--- src/rtl/xfer_fifo_pkg.sv ---
package xfer_fifo_pkg;

  typedef struct packed {
    logic push;
    logic pop;
    logic flush;
    logic hostSrc;
  } fifoStrobe_t;

  localparam int ST_REQ     = 0;
  localparam int ST_DONE    = 1;
  localparam int ST_ILLEGAL = 2;
  localparam int ST_UNDER   = 3;
  localparam int ST_OVER    = 4;
  localparam int ST_ARB     = 5;
  localparam int ST_NACK    = 6;
  localparam int ST_BUS     = 7;

  localparam logic [2:0] REG_CTRL  = 3'd0;
  localparam logic [2:0] REG_THRES = 3'd1;
  localparam logic [2:0] REG_STAT  = 3'd2;
  localparam logic [2:0] REG_MASK  = 3'd3;
  localparam logic [2:0] REG_DATA  = 3'd4;

endpackage

--- src/rtl/xfer_fifo_store.sv ---
module xfer_fifo_store
  import xfer_fifo_pkg::*;
#(
  parameter int DEPTH = 16,
  parameter int CW    = $clog2(DEPTH + 1)
) (
  input  logic          clk,
  input  logic          rstN,
  input  fifoStrobe_t   stb,
  input  logic [7:0]    hostData,
  input  logic [7:0]    engData,
  output logic [7:0]    headData,
  output logic [CW-1:0] level,
  output logic          full,
  output logic          empty
);

  localparam int PW = (DEPTH > 1) ? $clog2(DEPTH) : 1;

  logic [7:0]    mem [DEPTH];
  logic [PW-1:0] wrPtr, rdPtr;
  logic [CW-1:0] count;
  logic [7:0]    inData;

  function automatic logic [PW-1:0] bump(input logic [PW-1:0] p);
    return (p == PW'(DEPTH - 1)) ? '0 : p + 1'b1;
  endfunction

  assign inData = stb.hostSrc ? hostData : engData;

  always_ff @(posedge clk) begin
    if (!rstN || stb.flush) begin
      wrPtr <= '0;
      rdPtr <= '0;
      count <= '0;
    end else begin
      if (stb.push) wrPtr <= bump(wrPtr);
      if (stb.pop)  rdPtr <= bump(rdPtr);
      case ({stb.push, stb.pop})
        2'b10:   count <= count + 1'b1;
        2'b01:   count <= count - 1'b1;
        default: count <= count;
      endcase
    end
  end

  always_ff @(posedge clk) begin
    if (stb.push && !stb.flush) mem[wrPtr] <= inData;
  end

  assign headData = mem[rdPtr];
  assign level    = count;
  assign full     = (count == CW'(DEPTH));
  assign empty    = (count == '0);

  // control never pushes into a full store
  a_r3_no_overflow: assert property (@(posedge clk) disable iff (!rstN)
    stb.push |-> !full);

  // control never pops an empty store
  a_r4_no_underflow: assert property (@(posedge clk) disable iff (!rstN)
    stb.pop |-> !empty);

  // a flush leaves the store empty
  a_r9_flush_empties: assert property (@(posedge clk) disable iff (!rstN)
    stb.flush |=> empty);

endmodule

--- src/rtl/xfer_fifo_ctrl.sv ---
module xfer_fifo_ctrl
  import xfer_fifo_pkg::*;
#(
  parameter int DEPTH     = 16,
  parameter int INCLUSIVE = 0,
  parameter int CW        = $clog2(DEPTH + 1),
  parameter int TW        = (DEPTH > 1) ? $clog2(DEPTH) : 1
) (
  input  logic          clk,
  input  logic          rstN,
  input  logic          hostWr,
  input  logic          hostRd,
  input  logic [2:0]    hostAddr,
  input  logic [7:0]    hostWdata,
  output logic [7:0]    hostRdata,
  input  logic          engPush,
  input  logic          engPop,
  input  logic          engDone,
  input  logic          engArbLost,
  input  logic          engNack,
  input  logic          engBusFault,
  input  logic [CW-1:0] level,
  input  logic          full,
  input  logic          empty,
  input  logic [7:0]    headData,
  output fifoStrobe_t   stb,
  output logic          irq
);

  localparam logic [CW-1:0] TX_THRES = (INCLUSIVE != 0) ? CW'(0) : CW'(1);

  logic          dirRx;
  logic          clearBusy;
  logic [TW-1:0] rxThres;
  logic [7:0]    status, mask;
  logic [7:0]    setVec, clrVec;
  logic          dataRd, dataWr, reqCond;

  assign dataRd = hostRd && (hostAddr == REG_DATA);
  assign dataWr = hostWr && (hostAddr == REG_DATA);

  always_comb begin
    stb       = '0;
    stb.flush = clearBusy;
    if (!clearBusy) begin
      if (dirRx) begin
        stb.push = engPush && !full;
        stb.pop  = dataRd && !empty;
      end else begin
        stb.hostSrc = 1'b1;
        stb.push    = dataWr && !full;
        stb.pop     = engPop && !empty;
      end
    end
  end

  generate
    if (INCLUSIVE != 0) begin : g_incl
      assign reqCond = dirRx ? (level >= CW'(rxThres)) : (level <= TX_THRES);
    end else begin : g_excl
      assign reqCond = dirRx ? (level > CW'(rxThres)) : (level < TX_THRES);
    end
  endgenerate

  always_comb begin
    setVec             = '0;
    setVec[ST_REQ]     = reqCond;
    setVec[ST_DONE]    = engDone;
    setVec[ST_ILLEGAL] = (dataRd && !dirRx) || (dataWr && dirRx);
    setVec[ST_UNDER]   = dataRd && dirRx && empty;
    setVec[ST_OVER]    = dataWr && !dirRx && full;
    setVec[ST_ARB]     = engArbLost;
    setVec[ST_NACK]    = engNack;
    setVec[ST_BUS]     = engBusFault;
    clrVec = (hostWr && hostAddr == REG_STAT) ? hostWdata : 8'h00;
  end

  always_ff @(posedge clk) begin
    if (!rstN) begin
      dirRx     <= 1'b1;
      clearBusy <= 1'b0;
      rxThres   <= TW'(DEPTH - 1);
      status    <= '0;
      mask      <= '0;
    end else begin
      status <= (status & ~clrVec) | setVec;
      if (hostWr && hostAddr == REG_CTRL) begin
        dirRx     <= hostWdata[0];
        clearBusy <= hostWdata[1];
      end else begin
        clearBusy <= 1'b0;
      end
      if (hostWr && hostAddr == REG_THRES) rxThres <= hostWdata[TW-1:0];
      if (hostWr && hostAddr == REG_MASK)  mask    <= hostWdata;
    end
  end

  always_ff @(posedge clk) begin
    if (!rstN) begin
      hostRdata <= '0;
    end else if (hostRd) begin
      case (hostAddr)
        REG_CTRL:  hostRdata <= {6'b0, clearBusy, dirRx};
        REG_THRES: hostRdata <= 8'(rxThres);
        REG_STAT:  hostRdata <= status;
        REG_MASK:  hostRdata <= mask;
        REG_DATA:  hostRdata <= (dirRx && stb.pop) ? headData : 8'h00;
        default:   hostRdata <= 8'h00;
      endcase
    end
  end

  assign irq = |(status & mask);

  // an empty read in receive direction raises underflow
  a_r4_underflow_flag: assert property (@(posedge clk) disable iff (!rstN)
    (dataRd && dirRx && empty) |=> status[ST_UNDER]);

  // a full write in transmit direction raises overflow
  a_r3_overflow_flag: assert property (@(posedge clk) disable iff (!rstN)
    (dataWr && !dirRx && full) |=> status[ST_OVER]);

  // wrong-direction access moves nothing in the store
  a_r5_illegal_no_move: assert property (@(posedge clk) disable iff (!rstN)
    (dataWr && dirRx && !engPush) |=> $stable(level));

  // a receive level past the threshold sets the request
  a_r6_rx_request: assert property (@(posedge clk) disable iff (!rstN)
    (dirRx && level > CW'(rxThres)) |=> status[ST_REQ]);

  // an empty transmit FIFO sets the request
  a_r7_tx_request: assert property (@(posedge clk) disable iff (!rstN)
    (!dirRx && empty) |=> status[ST_REQ]);

endmodule

--- src/rtl/xfer_fifo_irq.sv ---
module xfer_fifo_irq
  import xfer_fifo_pkg::*;
#(
  parameter int DEPTH     = 16,
  parameter int INCLUSIVE = 0
) (
  input  logic       clk,
  input  logic       rstN,
  input  logic       hostWr,
  input  logic       hostRd,
  input  logic [2:0] hostAddr,
  input  logic [7:0] hostWdata,
  output logic [7:0] hostRdata,
  input  logic       engPush,
  input  logic [7:0] engPushData,
  input  logic       engPop,
  output logic [7:0] engPopData,
  output logic       engFull,
  output logic       engEmpty,
  input  logic       engDone,
  input  logic       engArbLost,
  input  logic       engNack,
  input  logic       engBusFault,
  output logic       irq
);

  localparam int CW = $clog2(DEPTH + 1);

  fifoStrobe_t   stb;
  logic [CW-1:0] level;
  logic          full, empty;
  logic [7:0]    headData;

  xfer_fifo_ctrl #(.DEPTH(DEPTH), .INCLUSIVE(INCLUSIVE), .CW(CW)) ctrl_i (
    .clk, .rstN, .hostWr, .hostRd, .hostAddr, .hostWdata, .hostRdata,
    .engPush, .engPop, .engDone, .engArbLost, .engNack, .engBusFault,
    .level, .full, .empty, .headData, .stb, .irq
  );

  xfer_fifo_store #(.DEPTH(DEPTH), .CW(CW)) store_i (
    .clk, .rstN, .stb, .hostData(hostWdata), .engData(engPushData),
    .headData, .level, .full, .empty
  );

  assign engPopData = headData;
  assign engFull    = full;
  assign engEmpty   = empty;

endmodule

--- config.mk ---
export PLATFORM = sky130hd
export DESIGN_NAME = xfer_fifo_irq
export DESIGN_NICKNAME = d
export VERILOG_FILES = /design/src/rtl/xfer_fifo_pkg.sv /design/src/rtl/xfer_fifo_store.sv /design/src/rtl/xfer_fifo_ctrl.sv /design/src/rtl/xfer_fifo_irq.sv
export SDC_FILE = /design/constraint.sdc
export NUM_CORES = 1
export LEC_CHECK = 0
export CAP_MARGIN = 25
export CORE_MARGIN = 8
export CORE_UTILIZATION = 30
export DETAILED_ROUTE_END_ITERATION = 16
export DONT_BUFFER_PORTS = 1
export PLACE_DENSITY = 0.48
export SYNTH_ARGS = -nofsm -noshare
export SYNTH_HDL_FRONTEND = slang
export SYNTH_HIERARCHICAL = 1
export SYNTH_SLANG_ARGS = --single-unit
--- constraint.sdc ---
create_clock -name clk -period 7.85 [get_ports clk]
set_input_delay 1.57 -clock clk [delete_from_list [all_inputs] [get_ports clk]]
set_output_delay 1.57 -clock clk [all_outputs]
set_load 0.03 [all_outputs]
# Word-level counts from Yosys, hierarchy flattened
# Memory sizes are Yosys's and may differ from the RTL's. A register that Yosys moved wholly into a read port is not among the register bits.
# Index checks and enable logic that the tools add are counted.
[op_classes] addsub=4 n_lt_le_gt_ge=2 eq_ne=9 n_mux=16 bitwise_logic=4 reduce_logical=30
[ops] cell="one-hot mux 8 bit (5 select lines)" n=1
[ops] cell="2-to-1 mux 8 bit" n=3
[ops] cell="logical AND 1 bit" n=18
[ops] cell="AND 8 bit" n=2
[ops] cell="2-to-1 mux 4 bit" n=4
[ops] cell="one-hot mux 5 bit (2 select lines)" n=1
[ops] cell="adder 4 x 1 -> 4 bit (second input constant)" n=2
[ops] cell="== test 4 bit (second input constant)" n=2
[ops] cell="inverter 8 bit" n=1
[ops] cell="OR 8 bit" n=1
[ops] cell="OR reduction 8 bit" n=1
[ops] cell="== test 3 x 2 -> 1 bit (second input constant)" n=2
[ops] cell="adder 5 x 1 -> 5 bit (second input constant)" n=1
[ops] cell="== test 5 bit (second input constant)" n=1
[ops] cell="greater-than comparator 5 x 4 -> 1 bit" n=1
[ops] cell="zero test 1 bit" n=5
[ops] cell="zero test 5 bit" n=1
[ops] cell="< comparator 5 x 1 -> 1 bit (second input constant)" n=1
[ops] cell="2-to-1 mux 1 bit" n=5
[ops] cell="subtractor 5 x 1 -> 5 bit (second input constant)" n=1
[ops] cell="2-to-1 mux 2 bit" n=2
[ops] cell="== test 3 x 1 -> 1 bit (second input constant)" n=1
[ops] cell="== test 3 bit (second input constant)" n=1
[ops] cell="zero test 3 bit" n=1
[ops] cell="5 further kinds" n=6
[totals] regBits=43 ram_bits=128 out_inout_bits=19 elab_cells=75 memories=1
[mem_list] memory="store_i.mem" words=16 width=8 read_ports=1 rd_ports_with_merged_regs=1 write_ports=1 line_no="xfer_fifo_store.sv:20" rtl="logic [7:0] mem [DEPTH];"

# Longest topological paths before layout
[depth] ltp_word=8 mapped_depth=13

# By module
# Netlist, hierarchy kept.
[by_module_without_submodules] mod="xfer_fifo_store" n_inst=1 cells_each=329 area_per_inst_um2=6000.8
[by_module_without_submodules] mod="xfer_fifo_ctrl" n_inst=1 cells_each=191 area_per_inst_um2=1592.8

# Worst setup path before layout
# No wires, ideal clock.
[synth_path] path_kind="input port to flip-flop" from="input port hostAddr[1]" to="register store_i.count[2], in the netlist store_i/level[2]" setup_ns=0.071 t_arrival_ns=3.978 setup_slack_ns=3.802 cell_stages=12 path_cell_list="nor3b_2 -> nand3_1 -> a211oi_1 -> inv_1 -> ha_1 -> buf_2 -> xor2_1 -> ha_1 -> a21o_1 -> xnor2_1 -> or3_1 -> a21oi_1"
[synth_lines] item="start: declaration" line_no="xfer_fifo_irq.sv:11" rtl="input logic [2:0] hostAddr,"
[synth_lines] item="end signal: assignment" line_no="xfer_fifo_store.sv:40" rtl="2'b10: count <= count + 1'b1;"
[synth_lines] item="end signal: assignment" line_no="xfer_fifo_store.sv:41" rtl="2'b01: count <= count - 1'b1;"
[synth_lines] item="end signal: assignment" line_no="xfer_fifo_store.sv:42" rtl="default: count <= count;"
[synth_lines] item="end: declaration" line_no="xfer_fifo_store.sv:22" rtl="logic [CW-1:0] count;"

==> impl_results.md <==
- Ys flop type: edfxtp_1
- CTS tree: built
- H-tree levels: 4
- Die Y: ~180 µm
- Max frequency: ~0.23 GHz
- GRT Overall Usage: 0.118
- Clock transition at the registers of the reported paths: about 0.06 ns
- Initial drt markers: between 300 and 400
- Ys Warns: 6
- Kind of critical path: flop to output pin
- Hold Path Class: flop to flop
- Nets: between 500 and 600
- Req. time, crit path: roughly 6.3 ns
- Setup Viol. Count Final: 0
- Ranking of synthesized cells by area: edfxtp_1 (51%), dfxtp_1 (12%), mux4_2 (5.6%), mux4_1 (5.2%), nand2_1 (2.6%)
- Max Cap Viol: 0
- Tcrit/Tclk final: 0.546
- PostCTS Resize Cnt: 0
- Post-Syn Instances: 520
- Routed Antenna Nets: 0
- Number of synthesized flops with an enable pin: approximately 130
- Crit start category: flop
- First-pass GRT wire length: around 27 mm
- Arrival @ worst endpoint: approximately 2.7 ns
- Dpl hpwl: roughly 13 mm
- RePlAce Congestion: just over 0.8
- Total grt overflow: 0
- Post-CTS Setup Inserts: 0
- Mapped Avg Cell Area: between 10 and 15 µm²
- DR DRC count: 0
- Maximum vdd drop: 0.153 mV
- TNS Setup: 0 ns
- Met3 WL: between 800 and 900 µm
- Max-slew violations: 0
- Area of the multi-input gates: 2590 µm²
- Routed wire length: between 15 and 20 mm
- Slowest CP cell: mux4_1
- Routed vias: 4310
- Status: finished clean
- Core area: between 20000 and 30000 µm²
- Most common cell in the netlist: edfxtp_1
- Top Ports: 48
- DRT Pass-1 Iters: 5
- Largest net degree at the start of global routing: 33
- Max Fanout on Critical Path: 32
- Area grow syn2layout: 11.0%
- Worst path top cell family by delay: multiplexers
- Max layer used: met4
- Fillcell total: between 2k and 2.5k
- Met2 WL: approximately 8.5 mm
- Final instance area: 8430 µm²
- Placed cell area: just under 8000 µm²
- PwrDens: between 200 and 250 nW/µm²
- RSZ-0062 raised after global routing: false
- Antenna violations before repair: 1
- Post-synthesis cell area: 7590 µm²
- Port buffer count: 0
- Synth top cells by count: edfxtp_1 (128), nand2_1 (52), dfxtp_1 (47)
- Final Hold Vio Count: 0
- Clock skew: about 0.011 ns
- Cts bufs inserted: 17
- Leakage: between 0.002 and 0.003 µW
- CP Capture Type: output pin
- # rows: 58
- Later-pin clock latency in the skew report: around 0.42 ns
- Ratio of cells with drive above 1 in the final layout: 0.129
- Crit-path cells: buf_4 > mux4_1 > a22oi_1 > nand2_1
- Slew @ Worst Pin: between 0.8 and 0.9 ns
- Sequential area share after synthesis: 0.630
- Hold_buf cts: 0
- Area leader, netlist: edfxtp_1
- WL/cell: 20.6 µm
- Longest Clk Path Bufs: 2
- Initial Utilization: 0.303
- CP peak stage delay: 0.70 ns
- Syn_nets: 562
- Full die area: slightly above 30000 µm²
- FF+latch count, synth: approximately 180
- Ys async rst share: 0
- Sinks on Clock Net: between 150 and 200
- Metal-1 WL: 8.05 mm
- Slew headroom: 0.426
- Yosys cell types: 56
- Share of the synthesized area in the top cell type: 0.506
- Fin crit period: 4.28 ns
- Die width: roughly 180 µm
- Via density per instance: between 5 and 6
- Buf/Inv on CP: 1
- Sequential cell area: between 4000 and 5000 µm²
- Root Buffer: clkbuf_16
- Vias in the first global route: between 4k and 5k
stage by stage:
step | worst slack [ns] | utilization | hold WS, ns | cells | total power (µW)
after global placement | 3.49 | 0.313 | 0.473 | 825 | 1160
after floorplan | 3.80 | - | 0.452 | 520 | 1130
final | 3.57 | 0.337 | 0.488 | 858 | 1980
after detailed placement | 3.39 | 0.313 | 0.480 | 825 | 1170
after CTS | 3.50 | 0.337 | 0.487 | 857 | 2000
after global routing | 3.43 | 0.337 | 0.507 | 858 | 2050
final timing paths:
kind / cells past startpoint / endpoint / from / slack [ns]
worst min register to register: 2 / ctrl_i/status[4]$_SDFF_PN0_ / ctrl_i/status[4]$_SDFF_PN0_ / 0.49
worst max register to register: 10 / store_i/level[2]$_SDFFE_PP0P_ / store_i/level[1]$_SDFFE_PP0P_ / 4.36
worst max-delay path: 4 / engPopData[7] / flop / 3.57
worst min-delay path: 2 / ctrl_i/status[4]$_SDFF_PN0_ / ctrl_i/status[4]$_SDFF_PN0_ / 0.49
kinds of logic (layout without fill, tap and decap cells):
logic type,count (synthesis),after routing,share of synthesized area
fa+ha+maj,13,13,0.0214
other cells,0,1,0
mux,53,53,0.135
buf+inv,38,45,0.0283
simple gates,148,148,0.100
compound gates,88,88,0.0791
xor+xnor,5,5,0.00577
flops,175,175,0.630
report_power, final:
group          internal [µW]  switching [µW]  total, µW  leakage (µW)
Sequential              1010            14.6       1030       0.00154
Clock                    476             359        835      0.000279
Combinational           41.2            77.3        119      0.000941
metal layers:
metal / vias up / GRT usage
li1: 1998 / -
met1: 2195 / 0.150
met2: 101 / 0.191
met3: 16 / 0.0302
met4: 0 / 0.0434
met5: - / 0
layout make-up:
cell class | count | area share
timing repair buffer | 1 | 0.000890
clock inverter | 13 | 0.0178
sequential | 175 | 0.568
tap | 330 | 0.0490
clock buffer | 19 | 0.0513
antenna | 1 | 0.000297
inverter | 12 | 0.00534
multi-input combinational | 307 | 0.308
sequential cells by signal, indices dropped and copies added (netlist names), named ones only:
name / count
ctrl_i/clearBusy: 1
ctrl_i/dirRx: 1
ctrl_i/hostRdata: 8
ctrl_i/mask: 8
ctrl_i/rxThres: 4
ctrl_i/status: 8
store_i/level: 5
store_i/mem: 128
store_i/rdPtr: 4
store_i/wrPtr: 4
cells in the final DEF (no fill, tap or decap), drive strengths merged, types with 13 or more instances in the layout:
| cell | synthesis | final |
|---|---|---|
| ha | 13 | 13 |
| nor2 | 20 | 20 |
| nor2b | 14 | 14 |
| dfxtp | 47 | 47 |
| o21ai | 14 | 14 |
| clkbuf | 9 | 19 |
| and2 | 19 | 19 |
| inv | 12 | 18 |
| mux4 | 34 | 34 |
| a21oi | 19 | 19 |
| nand2 | 52 | 52 |
| edfxtp | 128 | 128 |
| a22oi | 23 | 23 |
worst register-to-register path, stage by stage (launching register included):
cell,delay [ns]
dfxtp_1,0.40
nor4_1,0.34
nor2b_1,0.73
nor3_1,0.34
ha_1,0.42
xor2_1,0.19
ha_1,0.22
a21o_1,0.19
xnor2_1,0.14
or3_1,0.32
a21oi_1,0.13
Power figures use the tool's default switching activity.
